File: src/rtl/bhb_pkg.sv
package bhb_pkg;
   localparam int RCODE_W = 4;

   typedef enum logic [1:0] {
      ACT_KEEP     = 2'd0,
      ACT_HANDOFF  = 2'd1,
      ACT_OVERFLOW = 2'd2
   } bhb_act_e;
endpackage

File: src/rtl/bhb_shift.sv
// History word with stop-bit framing and its length
module bhb_shift #(
   parameter int HIST_W   = 32,
   parameter int LEN_W    = 5,
   parameter bit LEN_SCAN = 1'b0
) (
   input  logic              clk,
   input  logic              rst_n,
   input  logic              en,
   input  logic              evt_valid,
   input  logic              evt_taken,
   input  logic              clear,
   output logic [HIST_W-1:0] word_c,
   output logic [LEN_W-1:0]  len_c,
   output logic              full_c
);
   localparam logic [HIST_W-1:0] STOP = HIST_W'(1);

   logic [HIST_W-1:0] hist_q;
   logic              accept;

   assign accept = en && evt_valid;

   always_comb begin
      if (!en)
         word_c = STOP;
      else if (accept)
         word_c = {hist_q[HIST_W-2:0], evt_taken};
      else
         word_c = hist_q;
   end

   assign full_c = word_c[HIST_W-1];

   always_ff @(posedge clk) begin
      if (!rst_n)
         hist_q <= STOP;
      else
         hist_q <= clear ? STOP : word_c;
   end

   generate
      if (LEN_SCAN) begin : g_len_scan
         always_comb begin
            len_c = '0;
            for (int i = 0; i < HIST_W; i++)
               if (word_c[i]) len_c = LEN_W'(i);
         end
      end else begin : g_len_cnt
         logic [LEN_W-1:0] cnt_q;
         always_comb begin
            if (!en)
               len_c = '0;
            else if (accept)
               len_c = cnt_q + LEN_W'(1);
            else
               len_c = cnt_q;
         end
         always_ff @(posedge clk) begin
            if (!rst_n)
               cnt_q <= '0;
            else
               cnt_q <= clear ? '0 : len_c;
         end
      end
   endgenerate
endmodule

File: src/rtl/bhb_sync_hold.sv
// Holds a sync request until the next handoff message
module bhb_sync_hold (
   input  logic clk,
   input  logic rst_n,
   input  logic sync_req,
   input  logic handoff,
   output logic sync_out
);
   logic pend_q;

   assign sync_out = pend_q || sync_req;

   always_ff @(posedge clk) begin
      if (!rst_n)
         pend_q <= 1'b0;
      else if (handoff)
         pend_q <= 1'b0;
      else
         pend_q <= sync_out;
   end
endmodule

File: src/rtl/bhb_msg_out.sv
// Registered message fields
module bhb_msg_out
   import bhb_pkg::*;
#(
   parameter int HIST_W = 32,
   parameter int LEN_W  = 5
) (
   input  logic              clk,
   input  logic              rst_n,
   input  bhb_act_e          act,
   input  logic [HIST_W-1:0] word,
   input  logic [LEN_W-1:0]  len,
   input  logic              sync,
   output logic              ind_valid,
   output logic [HIST_W-1:0] ind_hist,
   output logic [LEN_W-1:0]  ind_len,
   output logic              ind_sync,
   output logic              rf_valid,
   output logic [HIST_W-1:0] rf_data
);
   always_ff @(posedge clk) begin
      if (!rst_n) begin
         ind_valid <= 1'b0;
         ind_hist  <= HIST_W'(1);
         ind_len   <= '0;
         ind_sync  <= 1'b0;
         rf_valid  <= 1'b0;
         rf_data   <= HIST_W'(1);
      end else begin
         ind_valid <= (act == ACT_HANDOFF);
         rf_valid  <= (act == ACT_OVERFLOW);
         if (act == ACT_HANDOFF) begin
            ind_hist <= word;
            ind_len  <= len;
            ind_sync <= sync;
         end
         if (act == ACT_OVERFLOW)
            rf_data <= word;
      end
   end
endmodule

File: src/rtl/brhist_tracker.sv
module brhist_tracker
   import bhb_pkg::*;
#(
   parameter int                   HIST_W   = 32,
   parameter logic [RCODE_W-1:0]   RF_CODE  = 4'b0001,
   parameter bit                   LEN_SCAN = 1'b0,
   localparam int                  LEN_W    = $clog2(HIST_W)
) (
   input  logic               clk,
   input  logic               rst_n,
   input  logic               hist_en,
   input  logic               evt_valid,
   input  logic               evt_taken,
   input  logic               ind_req,
   input  logic               sync_req,
   output logic               ind_valid,
   output logic [HIST_W-1:0]  ind_hist,
   output logic [LEN_W-1:0]   ind_len,
   output logic               ind_sync,
   output logic               rf_valid,
   output logic [RCODE_W-1:0] rf_code,
   output logic [HIST_W-1:0]  rf_data
);
   initial begin
      if (HIST_W < 4 || HIST_W > 64)
         $error("HIST_W must be in 4..64");
      if ((1 << LEN_W) != HIST_W)
         $error("HIST_W must be a power of two");
   end

   logic [HIST_W-1:0] word_c;
   logic [LEN_W-1:0]  len_c;
   logic              full_c;
   logic              sync_c;
   bhb_act_e          act;

   always_comb begin
      if (ind_req)
         act = ACT_HANDOFF;
      else if (full_c)
         act = ACT_OVERFLOW;
      else
         act = ACT_KEEP;
   end

   bhb_shift #(.HIST_W(HIST_W), .LEN_W(LEN_W), .LEN_SCAN(LEN_SCAN)) u_shift (
      .clk(clk), .rst_n(rst_n), .en(hist_en), .evt_valid(evt_valid),
      .evt_taken(evt_taken), .clear(act != ACT_KEEP),
      .word_c(word_c), .len_c(len_c), .full_c(full_c)
   );

   bhb_sync_hold u_sync (
      .clk(clk), .rst_n(rst_n), .sync_req(sync_req),
      .handoff(act == ACT_HANDOFF), .sync_out(sync_c)
   );

   bhb_msg_out #(.HIST_W(HIST_W), .LEN_W(LEN_W)) u_out (
      .clk(clk), .rst_n(rst_n), .act(act), .word(word_c), .len(len_c),
      .sync(sync_c), .ind_valid(ind_valid), .ind_hist(ind_hist),
      .ind_len(ind_len), .ind_sync(ind_sync), .rf_valid(rf_valid),
      .rf_data(rf_data)
   );

   assign rf_code = RF_CODE;
endmodule

File: config.mk
export PLATFORM = sky130hd
export DESIGN_NAME = brhist_tracker
export DESIGN_NICKNAME = d
export VERILOG_FILES = /design/src/rtl/bhb_pkg.sv /design/src/rtl/bhb_shift.sv /design/src/rtl/bhb_sync_hold.sv /design/src/rtl/bhb_msg_out.sv /design/src/rtl/brhist_tracker.sv
export SDC_FILE = /design/constraint.sdc
export NUM_CORES = 1
export LEC_CHECK = 0
export CORE_UTILIZATION = 40
export DETAILED_ROUTE_END_ITERATION = 8
export PLACE_DENSITY_LB_ADDON = 0.3
export RECOVER_POWER = 100
export SLEW_MARGIN = 20
export SYNTH_ARGS = -nofsm -noshare
export SYNTH_HDL_FRONTEND = slang
export SYNTH_SLANG_ARGS = --single-unit
File: constraint.sdc
create_clock -name clk -period 1.3 [get_ports clk]
set_input_delay 0.195 -clock clk [delete_from_list [all_inputs] [get_ports clk]]
set_output_delay 0.195 -clock clk [all_outputs]
set_load 0.02 [all_outputs]
==> results.sh <==
export IMPL_io_buffers=78
export IMPL_vias=3013
export IMPL_crit_cells=1
export IMPL_yosysWarnings=0
export IMPL_start_util_pct=41.7
export IMPL_crit_chain="dlygate4sd2_1"
export IMPL_timing_final_crit_share_pct=96.5
export IMPL_hp_start="evt_valid"
export IMPL_drive_gt1_share_pct=15.2
export IMPL_io_pins=83
export IMPL_cellLeakagePower_uw=0.00256
export IMPL_cts_root_buffer="clkbuf_8"
export IMPL_ant_nets=0
export IMPL_hold_path_class="in2reg"
export IMPL_worstPathArrival_ns=1.06
export IMPL_cp_endpoint="rf_data[20]"
export IMPL_cts_setup_buffers=0
export IMPL_die_area_um2=10100
export IMPL_worstPathMaxFanout=2
export IMPL_r2r_cells=3
export IMPL_seq_power_share_pct=57.7
export IMPL_synth_cells=381
export IMPL_clock_sinks=110
export IMPL_drt_first_pass_iters=4
export IMPL_startpoint="u_out.rf_data[20]"
export IMPL_ys_top_cells_by_area="dfxtp_1, mux2i_1, o211a_1, o21ai_1, nand3_1"
export IMPL_die_h_um=100
export IMPL_p_clk_share_pct=35.2
export IMPL_gp_congestion=0.774
export IMPL_cpPeakStageDelay_ns=0.36
export IMPL_cts_tree="built"
export IMPL_yosysUniqueCellTypes=31
export IMPL_cp_required_ns=1.11
export IMPL_critical_path_slowest_cell="dfxtp_1"
export IMPL_overflow=0
export IMPL_grt_pass1_wl_um=14200
export IMPL_slew_violations=0
export IMPL_antenna_found_initial=0
export IMPL_critPathKind="reg2out"
export IMPL_drt_wl_total_um=8420
export IMPL_postCtsHoldBufs=0
export IMPL_synth_area_leader_cell="dfxtp_1"
export IMPL_nNetsFinal=498
export IMPL_r2r_end="u_out.rf_data[20]"
export IMPL_std_cell_rows=35
export IMPL_grt_total_usage_pct=18.0
export IMPL_path_clk_slew_ns=0.09
export IMPL_r2r_slack_ns=0.07
export IMPL_netlist_area_leader_share_pct=56.9
export IMPL_max_freq_mhz=797
export IMPL_syn_area_per_cell_um2=10.2
export IMPL_combPwrFrac_pct=7.1
export IMPL_cts_htree_levels=3
export IMPL_clock_latency_ns=0.36
export IMPL_syn_to_final_growth_pct=33.3
export IMPL_route_detailed_wl_per_inst_um=13.5
export IMPL_cts_buffers_inserted=9
export IMPL_p_int_uw=4540
export IMPL_antenna_cells=0
export IMPL_route_detailed_drc=0
export IMPL_setup_viol=0
export IMPL_outcome="completed"
export IMPL_initialDrtViolationCount=84
export IMPL_startpoint_type="register"
export IMPL_fin_tns_setup_ns=0
export IMPL_crit_family="flip-flops"
export IMPL_cellPowerDensity_nw_per_um2=1160
export IMPL_peakVddDrop_uv=599
export IMPL_swShare_pct=23.9
export IMPL_grt_max_degree=32
export IMPL_clk_path_buf_depth=2
export IMPL_synth_seq_cells=110
export IMPL_period_minus_slack_ns=1.25
export IMPL_maxCapViolCount=0
export IMPL_finalClockSkew_ns=0.00984
export IMPL_holdPathStages=3
export IMPL_avgViaCountPerCell=4.83
export IMPL_grt_pass1_vias=3010
export IMPL_power_switching_uw=1420
export IMPL_syn_cell_area_um2=3870
export IMPL_worstReg2RegStart="u_shift.hist_q[30]"
export IMPL_crit_buf_inv=1
export IMPL_core_um2=9280
export IMPL_power_total_uw=5970
export IMPL_dp_hpwl_um=5970
export IMPL_final_hold_viol_count=0
export IMPL_crit_path_end_kind="output port"
export IMPL_yosysSeqAreaShare_pct=56.9
export IMPL_chipWidth_um=100
-- stage by stage --
stage                     hold WS, ns  utilization [%]  setup WS (ns)  cells  cell area (um2)
after CTS                       0.235             55.5       0.000869    624             5150
after global placement          0.437             54.2         -0.249    608             5030
after floorplan                 0.325                -         0.0465    384             3880
after global routing            0.248             55.5       -0.00265    624             5160
final                           0.254             55.5         0.0455    624             5160
after detailed placement        0.439             54.2         -0.280    608             5030
-- power groups by stage --
stage / Clock, uW / Combinational [uW] / Sequential [uW]
2_1_floorplan: 0 / 234 / 3570
3_3_place_gp: 0 / 452 / 3520
3_5_place_dp: 0 / 456 / 3520
4_1_cts: 2170 / 431 / 3440
5_1_grt: 2330 / 460 / 3450
6_report: 2100 / 423 / 3440
-- state kept, by name, indices dropped and copies added, names as in the netlist --
| signal | cells |
|---|---|
| u_out.ind_sync | 1 |
| u_out.rf_data | 32 |
| u_shift.hist_q | 32 |
| u_shift.g_len_cnt.cnt_q | 5 |
| u_out.rf_valid | 1 |
| u_out.ind_hist | 32 |
| u_out.ind_len | 5 |
| u_out.ind_valid | 1 |
| u_sync.pend_q | 1 |
-- cells in the mapped netlist --
cell type / instances
and3_1: 1
mux2_4: 1
xnor2_1: 1
inv_1: 3
and2_1: 2
a21boi_1: 1
ha_1: 1
o211a_1: 31
nand2_1: 38
nor2b_1: 2
o22ai_1: 4
nor2_1: 38
nor3b_1: 1
buf_4: 8
and2_4: 1
nand3_1: 32
o21a_1: 1
and3b_1: 1
nand2b_1: 1
xor2_1: 2
buf_6: 5
nand4_1: 3
a31oi_1: 1
conb_1: 2
mux2i_1: 33
buf_2: 4
o21ai_1: 34
clkbuf_1: 17
a21oi_1: 1
dfxtp_1: 110
clkbuf_2: 1
-- cell families (layout without fill, tap and decap cells) --
group,Yosys count,after routing,share of synthesized area [%]
and+or+nand+nor,120,120,13.6
DFF,110,110,56.9
AOI/OAI and AO/OA,73,73,13.7
buffers and inverters,38,149,5.59
muxes,34,34,8.93
xor gates and xnor gates,3,3,0.679
other,2,5,0.194
adders and majority gates,1,1,0.323
-- final cells by class --
class                   instances  area, um2
clock buffers                  10        138
clock inverters                 6       68.8
fillers                       883       4130
inverters                       3       11.3
multi-input cells             236       1470
flip-flops and latches        110       2200
well taps                     129        161
repair buffers                130       1100
-- worst min path at each step --
stage / endpoint / slack, ns
final: u_shift.hist_q[0] / 0.25
after CTS: u_shift.hist_q[0] / 0.23
after detailed placement: u_sync.pend_q / 0.44
after global routing: u_shift.hist_q[0] / 0.25
after floorplan: u_sync.pend_q / 0.33
after global placement: u_sync.pend_q / 0.44
-- cell usage in the layout, fill, tap and decap left out, types with 12 or more instances in the layout --
master,instances
clkdlybuf4s15_1,22
nand2_1,38
o21ai_0,22
dlygate4sd2_1,46
nand3_1,32
o21ai_1,12
buf_4,45
nor2_1,38
dfxtp_1,109
o211a_1,31
mux2i_1,32
-- per-layer routing --
| metal | vias to the layer above | track usage [%] | wire length [um] |
|---|---|---|---|
| met3 | 12 | 4.39 | 367 |
| met1 | 1414 | 22.7 | 3970 |
| met5 | - | 0 | 0 |
| met4 | 0 | 6.13 | 125 |
| li1 | 1526 | - | - |
| met2 | 61 | 30.0 | 3950 |
-- timing repair --
item,CTS,global route
gates cloned,0,0
endpoints found under the setup margin,72,27
resized for setup,75,29
Note: power is estimated with default switching activity, not from simulation.
